File: config.mk
export PLATFORM = sky130hd
export DESIGN_NAME = token_column_loader
export DESIGN_NICKNAME = d
export VERILOG_FILES = /design/src/rtl/colload_pkg.sv /design/src/rtl/colload_sampler.sv /design/src/rtl/colload_seq.sv /design/src/rtl/colload_bank.sv /design/src/rtl/token_column_loader.sv
export SDC_FILE = /design/constraint.sdc
export NUM_CORES = 1
export LEC_CHECK = 0
export BUFFER_PORTS_ARGS = -buffer_cell sky130_fd_sc_hd__buf_2
export CORE_ASPECT_RATIO = 1.5
export CORE_UTILIZATION = 53
export DETAILED_ROUTE_END_ITERATION = 12
export PLACE_DENSITY = 0.88
export RECOVER_POWER = 50
export SETUP_SLACK_MARGIN = 0.02
export SLEW_MARGIN = 30
export SYNTH_ARGS = -nofsm -noshare
export SYNTH_HDL_FRONTEND = slang
export SYNTH_SLANG_ARGS = --single-unit
File: constraint.sdc
create_clock -name clk -period 2.4 [get_ports clk]
set_clock_uncertainty 0.05 [all_clocks]
set_input_delay 0.36 -clock clk [delete_from_list [all_inputs] [get_ports clk]]
set_output_delay 0.36 -clock clk [all_outputs]
set_load 0.01 [all_outputs]
File: src/rtl/colload_pkg.sv
package colload_pkg;

    typedef enum logic [1:0] {
        ST_IDLE = 2'd0,
        ST_FILL = 2'd1,
        ST_PASS = 2'd2
    } fill_state_t;

    typedef struct packed {
        logic rise;
        logic fall;
        logic tok_entry;
    } edge_evt_t;

    function automatic int unsigned chan_of(input int unsigned step,
                                            input logic asc,
                                            input int unsigned last);
        return asc ? step : (last - step);
    endfunction

endpackage

File: src/rtl/colload_sampler.sv
module colload_sampler
    import colload_pkg::*;
#(
    parameter int CODE_W = 7
) (
    input  logic              clk,
    input  logic              rst,
    input  logic              sclk_in,
    input  logic              dir_asc,
    input  logic              tok_a_in,
    input  logic              tok_b_in,
    input  logic [CODE_W-1:0] bus_code,
    output edge_evt_t         evt,
    output logic              dir_q,
    output logic [CODE_W-1:0] bus_q
);
    logic sclk_q, sclk_p, ta_q, tb_q;

    always_ff @(posedge clk) begin
        if (rst) begin
            sclk_q <= 1'b0;
            sclk_p <= 1'b0;
            ta_q   <= 1'b0;
            tb_q   <= 1'b0;
            dir_q  <= 1'b0;
            bus_q  <= '0;
        end else begin
            sclk_q <= sclk_in;
            sclk_p <= sclk_q;
            ta_q   <= tok_a_in;
            tb_q   <= tok_b_in;
            dir_q  <= dir_asc;
            bus_q  <= bus_code;
        end
    end

    // transitions found by comparing two consecutive samples
    always_comb begin
        evt.rise      = sclk_q & ~sclk_p;
        evt.fall      = ~sclk_q & sclk_p;
        evt.tok_entry = dir_q ? ta_q : tb_q;
    end
endmodule

File: src/rtl/colload_seq.sv
module colload_seq
    import colload_pkg::*;
#(
    parameter int CHANNELS = 32,
    localparam int CH_W = $clog2(CHANNELS)
) (
    input  logic            clk,
    input  logic            rst,
    input  edge_evt_t       evt,
    input  logic            dir_q,
    output logic            cap_en,
    output logic [CH_W-1:0] cap_ch,
    output logic            exit_pulse
);
    localparam int unsigned LAST = CHANNELS - 1;

    fill_state_t     state;
    logic [CH_W-1:0] step;
    logic [CH_W-1:0] cap_step;
    logic            any_edge;

    assign any_edge = evt.rise | evt.fall;

    always_comb begin
        cap_en   = 1'b0;
        cap_step = step;
        unique case (state)
            ST_IDLE: begin
                if (evt.rise && evt.tok_entry) begin
                    cap_en   = 1'b1;
                    cap_step = '0;
                end
            end
            ST_FILL: cap_en = any_edge;
            default: cap_en = 1'b0;
        endcase
    end

    assign cap_ch = CH_W'(chan_of(32'(cap_step), dir_q, LAST));

    always_ff @(posedge clk) begin
        if (rst) begin
            state      <= ST_IDLE;
            step       <= '0;
            exit_pulse <= 1'b0;
        end else begin
            unique case (state)
                ST_IDLE: begin
                    if (evt.rise && evt.tok_entry) begin
                        step  <= CH_W'(1);
                        state <= ST_FILL;
                    end
                end
                ST_FILL: begin
                    if (any_edge) begin
                        if (step == CH_W'(LAST)) begin
                            state      <= ST_PASS;
                            exit_pulse <= 1'b1;
                        end else begin
                            step <= step + CH_W'(1);
                        end
                    end
                end
                default: begin
                    if (any_edge) begin
                        exit_pulse <= 1'b0;
                        state      <= ST_IDLE;
                    end
                end
            endcase
        end
    end
endmodule

File: src/rtl/colload_bank.sv
module colload_bank #(
    parameter int CHANNELS = 32,
    parameter int CODE_W   = 7,
    localparam int CH_W    = $clog2(CHANNELS)
) (
    input  logic                       clk,
    input  logic                       rst,
    input  logic                       cap_en,
    input  logic [CH_W-1:0]            cap_ch,
    input  logic [CODE_W-1:0]          bus_q,
    output logic [CHANNELS*CODE_W-1:0] codes_flat
);
    for (genvar k = 0; k < CHANNELS; k++) begin : g_ch
        logic [CODE_W-1:0] code_r;
        always_ff @(posedge clk) begin
            if (rst)
                code_r <= '0;
            else if (cap_en && cap_ch == CH_W'(k))
                code_r <= bus_q;
        end
        assign codes_flat[k*CODE_W +: CODE_W] = code_r;
    end
endmodule

File: src/rtl/token_column_loader.sv
module token_column_loader
    import colload_pkg::*;
#(
    parameter int CHANNELS = 32,
    parameter int CODE_W   = 7,
    localparam int CH_W    = $clog2(CHANNELS)
) (
    input  logic                       clk,
    input  logic                       rst,
    input  logic                       sclk_in,
    input  logic                       dir_asc,
    input  logic [CODE_W-1:0]          bus_code,
    input  logic                       tok_a_in,
    output logic                       tok_a_out,
    output logic                       tok_a_oe,
    input  logic                       tok_b_in,
    output logic                       tok_b_out,
    output logic                       tok_b_oe,
    output logic [CHANNELS*CODE_W-1:0] codes_flat
);
    edge_evt_t         evt;
    logic              dir_q;
    logic [CODE_W-1:0] bus_q;
    logic              cap_en;
    logic [CH_W-1:0]   cap_ch;
    logic              exit_pulse;

    colload_sampler #(.CODE_W(CODE_W)) u_smp (
        .clk(clk), .rst(rst), .sclk_in(sclk_in), .dir_asc(dir_asc),
        .tok_a_in(tok_a_in), .tok_b_in(tok_b_in), .bus_code(bus_code),
        .evt(evt), .dir_q(dir_q), .bus_q(bus_q)
    );

    colload_seq #(.CHANNELS(CHANNELS)) u_seq (
        .clk(clk), .rst(rst), .evt(evt), .dir_q(dir_q),
        .cap_en(cap_en), .cap_ch(cap_ch), .exit_pulse(exit_pulse)
    );

    colload_bank #(.CHANNELS(CHANNELS), .CODE_W(CODE_W)) u_bank (
        .clk(clk), .rst(rst), .cap_en(cap_en), .cap_ch(cap_ch),
        .bus_q(bus_q), .codes_flat(codes_flat)
    );

    // ascending: A receives, B drives; descending: roles swap
    assign tok_a_oe  = ~dir_q;
    assign tok_b_oe  = dir_q;
    assign tok_a_out = ~dir_q & exit_pulse;
    assign tok_b_out = dir_q & exit_pulse;
endmodule

# ---- After elaboration in Yosys (flattened, before gate mapping)
# Index checks and enable logic that the tools add are counted.
dict set report word_totals {
  in_bits 13
  mem_bits_ro 0
  output_inout_bits 228
  wordCells 148
  mem_count 0
  ramBits 0
  latchBits 0
  register_bits 244
}
dict set report classes {
  bitwise_logic 9
  eq_ne 37
  n_mul 0
  muxes 19
  n_lt_le_gt_ge 0
  shifts 0
  n_reduce_logical 40
  addsub 2
  div_mod_pow 0
}
# cell count
set ops {}
lappend ops {{$eq 5x5->1 const B} 17}
lappend ops {{$eq 5x4->1 const B} 8}
lappend ops {{$logic_and 1x1->1} 33}
lappend ops {{$mux 5} 6}
lappend ops {{$eq 5x3->1 const B} 4}
lappend ops {{$eq 5x2->1 const B} 2}
lappend ops {{$pmux 5 s2} 1}
lappend ops {{$mux 2} 4}
lappend ops {{$reduce_and 4->1} 2}
lappend ops {{$ne 2x1->1 const B} 3}
lappend ops {{$add 5x1->5 const B} 1}
lappend ops {{$eq 5x1->1 const B} 1}
lappend ops {{$logic_not 5->1} 1}
lappend ops {{$mux 1} 5}
lappend ops {{$sub 5x5->5 const A} 1}
lappend ops {{$and 1x1->1} 4}
lappend ops {{$not 1->1} 4}
lappend ops {{$pmux 1 s2} 2}
lappend ops {{$pmux 2 s2} 1}
lappend ops {{$reduce_bool 2->1} 2}
lappend ops {{$reduce_and 3->1} 1}
lappend ops {{$eq 2x1->1 const B} 1}
lappend ops {{$logic_not 2->1} 1}
lappend ops {{$ne 2x2->1 const B} 1}
lappend ops {{$or 1x1->1} 1}

# ---- Depth between registers and ports, before layout
# Gate-level depths: netlist of the first run.
dict set report depth {
  ltp_word 9
  depth_mapped 8
  ltp_nobuf 7
}

# ---- By module
# Synthesis of the first run repeated with hierarchy kept, for this count alone.
dict set report hier_totals {
  cells_unflattened 876
  hier_area_um2 9668.0
}
# mod seq_area_each_um2 n_inst area_per_inst_um2 cells_per_inst
set by_module_without_submodules {}
lappend by_module_without_submodules {colload_bank 4484.3 1 8765.9 783}
lappend by_module_without_submodules {colload_seq 160.2 1 506.7 62}
lappend by_module_without_submodules {colload_sampler 240.2 1 379.1 28}
lappend by_module_without_submodules {token_column_loader 0.0 1 16.3 3}

# ---- Least setup slack after synthesis of the first run
# OpenSTA, ideal clock, no wires.
dict set report synth_timing {
  kind {register to register}
  startpoint {register u_smp.sclk_p}
  endpoint {register u_bank.g_ch[4].code_r[0]}
  n_path_buf 1
  period_less_slack_ps 2196
  path_stages_with_launch 8
  t_required_ps 2212
  setup_time_ps 138
  t_arrival_ps 2009
  slack_ps 204
  path_cell_list {dfxtp_1 -> inv_1 -> ha_1 -> or3b_1 -> buf_2 -> nor4b_4 -> o221ai_2 -> mux2i_1}
}
dict set report synth_via {
  elab_chain_len 9
  word_cells_on_any_way 13
  cone_classes {add/sub: 1; eq/ne: 1; mux: 5; bitwise: 4; reduce/logical: 2}
}
# element line_no
set synth_rtl {}
lappend synth_rtl {{start: declaration} colload_sampler.sv:17} ;# logic sclk_q, sclk_p, ta_q, tb_q;
lappend synth_rtl {{start signal: assignment} colload_sampler.sv:29} ;# sclk_p <= sclk_q;
lappend synth_rtl {{$not 1->1} colload_sampler.sv:39} ;# evt.rise = sclk_q & ~sclk_p;
lappend synth_rtl {{$and 1x1->1} colload_sampler.sv:39}
lappend synth_rtl {{$logic_and 1x1->1} colload_seq.sv:29} ;# if (evt.rise && evt.tok_entry) begin
lappend synth_rtl {{$mux 5} colload_seq.sv:29}
lappend synth_rtl {{$mux 5} colload_seq.sv:27} ;# unique case (state)
lappend synth_rtl {{$sub 5x5->5} colload_pkg.sv:18} ;# return asc ? step : (last - step);
lappend synth_rtl {{$mux 5} colload_pkg.sv:18}
lappend synth_rtl {{$eq 5x3->1} colload_bank.sv:18} ;# else if (cap_en && cap_ch == CH_W'(k))
lappend synth_rtl {{$logic_and 1x1->1 (*)} colload_bank.sv:18}
lappend synth_rtl {{end signal: assignment} colload_bank.sv:19} ;# code_r <= bus_q;
lappend synth_rtl {{end: declaration} colload_bank.sv:14} ;# logic [CODE_W-1:0] code_r;
# Every way passes the cells marked *; elsewhere a longest branch is shown, timed or not.
# A chain may end at the register's enable or synchronous reset.

# ---- Final worst setup path of the first run
dict set report layout_timing {
  startpoint {register u_seq.step[0]}
  endpoint {register u_bank.g_ch[16].code_r[6]}
}
dict set report layout_via {
  elab_chain_len 6
}
# element line_no
set layout_rtl {}
lappend layout_rtl {{start: declaration} colload_seq.sv:18} ;# logic [CH_W-1:0] step;
lappend layout_rtl {{start signal: assignment} colload_seq.sv:60} ;# step <= step + CH_W'(1);
lappend layout_rtl {{$mux 5} colload_seq.sv:29}
lappend layout_rtl {{$mux 5 (*)} colload_seq.sv:27}
lappend layout_rtl {{$sub 5x5->5} colload_pkg.sv:18}
lappend layout_rtl {{$mux 5 (*)} colload_pkg.sv:18}
lappend layout_rtl {{$eq 5x5->1 (*)} colload_bank.sv:18}
lappend layout_rtl {{$logic_and 1x1->1 (*)} colload_bank.sv:18}
lappend layout_rtl {{end signal: assignment} colload_bank.sv:19}
lappend layout_rtl {{end: declaration} colload_bank.sv:14}
# Marks and branches as above.

==> run_results.csv, run 1 <==
group,metric,value,unit
status,status,"finished with violations",
status,violations,"max-capacitance violations, max-slew violations",
setup_path,crit_start,"u_seq.step[0]",
synthesis,synth_area,9800,um^2
timing,fin_setup_tns,0,ns
global_routing,overflow,0,
final_layout,stdcell_count,1405,
synthesis,synthFlopType,"dfxtp_1",
synthesis,synth_area_leaders,"dfxtp_1, mux2i_1, nand2b_1, nor2_1, clkbuf_1",
setup_path,reg2reg_slack,0.13,ns
synthesis,ys_seq_area_share,49.9,%
die,dieArea,19000,um^2
final_layout,drive_above_1_share,10.5,%
timing,setup_violations,0,
global_routing,grt_first_pass_wirelength,41200,um
setup_path,critical-path-slowest-cell,"dfxtp_1",
synthesis,syn_nets,979,
pwr,power_per_cell_area,667,nW/um^2
route,vias,7997,
setup_path,worst_ep_required_time,2.72,ns
die,start_util,54.4,%
setup_path,timing.rr.start,"u_seq.step[0]",
setup_path,path_class,"flop to flop",
timing,rsz0062_at_grt,"yes",
setup_path,path_cells,"buf_4, nor4bb_2, buf_4, o21ai_0, o21ai_0, a21oi_1",
setup_path,critPathCapture,"u_bank.g_ch[16].code_r[6]",
setup_path,crit_buf_inv,2,
place,dp_cells,1364,
route,wl,26900,um
cts,cts.clk_slew.worst_paths,0.06,ns
synthesis,synth_top_cell_area_share,49.9,%
route,dr.pass1.iters,6,
setup_path,ff2ff_path_depth,6,
global_routing,gr-usage-all-layers,27.2,%
final_layout,areaGrowthSynthToFinish,19.2,%
route,drc,0,
pwr,ir_drop,602,uV
final_layout,n_antenna_cell,0,
cts,cts_made_buffers,22,
cts,cts.sinks,244,
setup_path,path_depth,6,
setup_path,crit_family,"compound AO/OA/AOI/OAI gates",
synthesis,avgSynthCellArea,10.2,um^2
setup_path,worstSetupStartpointType,"flop",
place,place_area,11200,um^2
setup_path,critPathCaptureType,"flop",
final_layout,fin_area,11700,um^2
route,drt_iter0_markers,669,
timing,max_freq,0.441,GHz
timing,maxSlewViolCount,52,
cts,root_buffer,"clkbuf_16",
die,fp-row-count,60,
timing,worstMarginPinSlew,1.58,ns
synthesis,synth_cell_type_count,49,
die,io_pins,241,
final_layout,fillers,1524,
final_layout,num-nets-final,1191,
route,via_per_inst,5.69,
cts,cts_buffer_depth,3,
timing,period_share,94.4,%
place,place_congestion,0.855,
die,dieHeight,169,um
route,ant_nets,0,
die,coreArea,18000,um^2
setup_path,reg2reg_to,"u_bank.g_ch[16].code_r[6]",
synthesis,yosysTopAreaCell,"dfxtp_1",
timing,max-slew-margin-rel,-5.49,%
min_path,min_path_type,"input pin to flop",
setup_path,cp.arrival,2.59,ns
cts,h-tree-depth,1,
synthesis,yosys_warnings,0,
setup_path,crit_path_max_incr_delay,0.51,ns
place,io_buffers,240,
final_layout,final_util,64.8,%
timing,layout_setup_ws,0.134,ns
global_routing,grt_max_degree,56,
route,wl_per_cell,19.1,um
global_routing,grt_antenna_before_repair,0,
synthesis,synth_edf_count,0,
pwr,leakagePower,5.24,nW
synthesis,synth_common_cells,"dfxtp_1, mux2i_1, nand2b_1",
cts,clkLatencyLatePin,0.51,ns
synthesis,ys_seq_elements,244,
global_routing,first_global_vias,7835,
flow_run,cap_violations,1,
die,die_width,113,um
cts,cts_tree,"yes",
synthesis,synth.most_common_cell,"dfxtp_1",
timing,finalHoldViolCount,0,
setup_path,cp_max_fo,12,
timing,min_period,2.27,ns
synthesis,synthCells,963,
place,pre_cts_slack,0.0379,ns
synthesis,synthArstFlopShare,0,%
place,hpwlAfterDp,18500,um
report_power, final:
group / switching [W] / total [W] / internal, W
logic: 0.000211 / 0.000312 / 0.000101
registers: 0.0000156 / 0.00408 / 0.00407
clock network: 0.00149 / 0.00339 / 0.00190
total: 0.00172 / 0.00779 / 0.00607
sequential cells by signal, summed over array words and instances, names as in the netlist:
name,flops
u_bank.g_ch.code_r,224
u_seq.exit_pulse,1
u_seq.state,2
u_seq.step,5
u_smp.bus_q,7
u_smp.dir_q,1
u_smp.sclk_p,1
u_smp.sclk_q,1
u_smp.ta_q,1
u_smp.tb_q,1
repair_timing:
action / 4_1_cts / 5_1_grt
endpoints found under the setup margin: 1 / 128
setup buffers: 0 / 2
gates resized for setup: 0 / 10
hold endpoints to repair: 2 / 0
hold buffers: 2 / 0
area by class of cell:
class	instances	area, um^2	area share, %
sequential	244	4880	41.8
multi-input combinational	630	4630	39.6
timing repair buffer	274	1190	10.2
clock buffer	32	659	5.64
tap	217	272	2.32
clock inverter	5	28.8	0.246
inverter	3	11.3	0.0964
through the flow:
step | hold WS (ns) | total power [W]
floorplan | 0.392 | 0.00438
global placement | 0.403 | 0.00447
detailed placement | 0.411 | 0.00448
CTS | 0.000395 | 0.00782
global route | 0.00195 | 0.00801
finish | 0.0105 | 0.00779
logic make-up after synthesis:
logic type	Yosys count	synth area share (%)
adders and majority gates	3	0.383
muxes	183	18.7
and+or+nand+nor	303	17.6
AOI/OAI and AO/OA	141	9.94
DFF	244	49.9
buffers and inverters	89	3.54
how the worst min path moves through the flow:
stage | endpoint | slack [ns] | cells past startpoint | startpoint
floorplan | u_smp.sclk_p | 0.39 | 1 | u_smp.sclk_q
global placement | u_bank.g_ch[1].code_r[0] | 0.40 | 2 | u_bank.g_ch[1].code_r[0]
detailed placement | u_bank.g_ch[15].code_r[1] | 0.41 | 2 | u_bank.g_ch[15].code_r[1]
global route | u_smp.bus_q[2] | 0.002 | 2 | bus_code[2]
CTS | u_smp.bus_q[4] | 0.0004 | 2 | bus_code[4]
finish | u_smp.bus_q[4] | 0.01 | 2 | bus_code[4]
cell usage in the layout, fill, tap and decap left out, drive strengths merged, types with 2 or more instances in the layout:
cell type	Yosys	final
o211ai	6	6
ha	3	3
clkinv	0	5
o21ai	52	52
nor3	4	4
nand4	14	14
a21oi	50	50
mux2i	182	182
inv	3	3
nor4b	4	4
and2	4	4
o21a	6	6
nor3b	4	4
o32ai	2	2
nor2b	14	14
dlygate4sd3	0	2
clkbuf	70	257
o221ai	16	16
or2	3	3
buf	16	47
nand2b	105	105
and4b	3	3
nor4bb	6	6
and3b	3	3
nor2	92	92
or4	2	2
nand2	6	6
nand3	33	33
dfxtp	244	244
per-layer routing:
| layer | GRT usage [%] | up-vias | wire length (um) |
|---|---|---|---|
| met4 | 9.95 | 0 | 865 |
| met3 | 6.41 | 71 | 1930 |
| met5 | 0 | - | 0 |
| met2 | 50.0 | 342 | 13700 |
| li1 | - | 3759 | - |
| met1 | 30.2 | 3825 | 10300 |
(Power assumes the default switching activity.)
==> run 2: changes to the inputs <==
- clock period: 2.4 -> 2.5 ns (I/O delays scaled with it)
==> run 2 against run 1 <==
  * The flow still finishes with violations (max-capacitance violations, max-slew violations)
  * Setup slack worse by 0.0030 ns
  * Via count is 0.81% lower
  * Sequential cell count stayed put
  * Hold slack better by 0.014 ns
  * Critical path depth stayed put
  * Power is 1.8% higher
  * Critical path type unchanged
==> run_results.csv, run 2 (synthesis gave the netlist of run 1 again) <==
group,metric,value,unit
route,drc,0,
timing,holdWs,0.0246,ns
setup_path,path_cells,"inv_1, ha_1, or3b_1, nor4b_4, o221ai_2, mux2i_1",
die,dieHeight,169,um
pwr,leakagePower,5.25,nW
global_routing,gr-usage-all-layers,27.0,%
timing,min_period,2.37,ns
final_layout,n_antenna_cell,0,
timing,max-slew-margin-rel,-15.7,%
cts,cts.clk_slew.worst_paths,0.07,ns
cts,cts_tree,"yes",
global_routing,grt_antenna_before_repair,0,
die,dieArea,19000,um^2
die,die_width,113,um
timing,fin_setup_tns,0,ns
final_layout,top_regs,"u_bank.g_ch.code_r: 224 flops, u_smp.bus_q: 7 flops, u_seq.step: 5 flops",
cts,cts_made_buffers,22,
final_layout,fillers,1499,
setup_path,timing.rr.start,"u_smp.sclk_p",
final_layout,top_register,"u_bank.g_ch.code_r",
timing,worstMarginPinSlew,1.74,ns
setup_path,ff2ff_path_depth,6,
die,io_pins,241,
min_path,hold_end,"u_smp.bus_q[1]",
setup_path,cp_max_fo,7,
timing,finalHoldViolCount,0,
place,place_congestion,0.875,
setup_path,crit_path_max_incr_delay,0.51,ns
final_layout,multiInputGateArea,4580,um^2
final_layout,largest_register_ffs,224,
flow_run,cap_violations,1,
timing,maxSlewViolCount,54,
timing,setup_violations,0,
global_routing,overflow,0,
setup_path,cp.arrival,2.67,ns
cts,h-tree-depth,1,
setup_path,reg2reg_slack,0.13,ns
setup_path,path_class,"flop to flop",
final_layout,ff_latch_area,4890,um^2
route,drt_iter0_markers,708,
global_routing,grt_max_degree,82,
final_layout,final_common_cell,"dfxtp_1",
setup_path,worst_ep_required_time,2.80,ns
setup_path,critPathCaptureType,"flop",
die,fp-row-count,60,
die,start_util,54.4,%
pwr,ir_drop,653,uV
final_layout,areaGrowthSynthToFinish,19.5,%
route,dr.pass1.iters,5,
cts,cts.sinks,244,
timing,period_share,94.7,%
timing,max_freq,0.422,GHz
status,violations,"max-capacitance violations, max-slew violations",
route,wl,26600,um
route,vias,7932,
global_routing,first_global_vias,7833,
final_layout,final_util,65.0,%
place,hpwlAfterDp,18000,um
min_path,min_path_type,"input pin to flop",
min_path,worstHoldPathCells,2,
setup_path,reg2reg_to,"u_bank.g_ch[4].code_r[1]",
setup_path,worstSetupStartpointType,"flop",
place,io_buffers,240,
route,via_per_inst,5.66,
timing,rsz0062_at_grt,"yes",
cts,cts_buffer_depth,3,
route,ant_nets,0,
status,status,"finished with violations",
cts,clkLatencyLatePin,0.51,ns
die,coreArea,18000,um^2
route,wl_per_cell,19.0,um
final_layout,mostFrequentLayoutCells,"dfxtp_1, clkbuf_1, mux2i_1, nand2b_1, nor2_1",
setup_path,critical-path-slowest-cell,"or3b_1",
global_routing,grt_first_pass_wirelength,41100,um
final_layout,drive_above_1_share,9.97,%
final_layout,num-nets-final,1184,
min_path,hp-start,"bus_code[1]",
cts,root_buffer,"clkbuf_16",
pwr,power_per_cell_area,677,nW/um^2
-- run 2: cell count changes in the layout (fill, tap and decap cells not counted), sizes merged --
cell / delta
bufinv: +4
clkinv: -2
buf: -5
dlygate4sd3: -2
clkbuf: +1
-- run 2: what timing repair did --
item / in CTS / in global routing
buffers inserted: 0 / 0
setup endpoints to repair: 0 / 24
hold buffers: 0 / 0
hold endpoints to repair: 0 / 0
gates resized for setup: 0 / 3
-- run 2: worst max-delay path, delay by kind of cell, from the launching register on --
kind	cells	cell delay, ns
AO/OA/AOI/OAI	1	0.35
adder cells (fa/ha/maj)	1	0.29
buffers and inverters	1	0.03
flip-flops	1	0.30
multiplexers	1	0.21
AND/OR/NAND/NOR	2	0.98
-- run 2: how the worst max path moves through the flow --
| stage | end | depth (start not counted) | slack, ns | startpoint |
|---|---|---|---|---|
| finish | u_bank.g_ch[4].code_r[1] | 6 | 0.13 | u_smp.sclk_p |
| global route | u_bank.g_ch[4].code_r[1] | 6 | 0.004 | u_smp.sclk_p |
| CTS | u_bank.g_ch[1].code_r[5] | 4 | 0.14 | u_smp.dir_q |
| detailed placement | u_bank.g_ch[1].code_r[5] | 4 | 0.15 | u_smp.dir_q |
| global placement | u_bank.g_ch[4].code_r[5] | 6 | 0.17 | u_smp.sclk_p |
| floorplan | u_bank.g_ch[4].code_r[0] | 7 | 0.30 | u_smp.sclk_p |
-- run 2: area by class of cell --
type                            instances  share of cell area, %
Clock buffer                           33                   5.75
Clock inverter                          7                   1.15
Inverter                                3                 0.0962
Multi-Input combinational cell        630                   39.1
Sequential cell                       244                   41.7
Tap cell                              217                   2.32
Timing Repair Buffer                  267                   9.81
-- run 2: stage by stage --
stage | area (um^2) | power [W] | cells | worst slack, ns
after floorplan | 9800 | 0.00420 | 963 | 0.304
after global placement | 11200 | 0.00430 | 1361 | 0.171
after detailed placement | 11200 | 0.00430 | 1361 | 0.154
after CTS | 12000 | 0.00797 | 1401 | 0.135
after global routing | 11700 | 0.00814 | 1401 | 0.00426
final | 11700 | 0.00793 | 1401 | 0.132
-- run 2: power breakdown --
part	internal, W	switching [W]	leakage [nW]
Clock	0.00227	0.00144	0.400
Combinational	0.0000951	0.000198	2.88
Sequential	0.00390	0.0000166	1.97
-- run 2: metal layers --
metal / vias up / global-route usage, % / wire (um)
li1: 3745 / - / -
met1: 3762 / 29.7 / 10100
met2: 351 / 49.2 / 13400
met3: 74 / 6.19 / 1980
met4: 0 / 12.1 / 1070
met5: - / 0 / 0
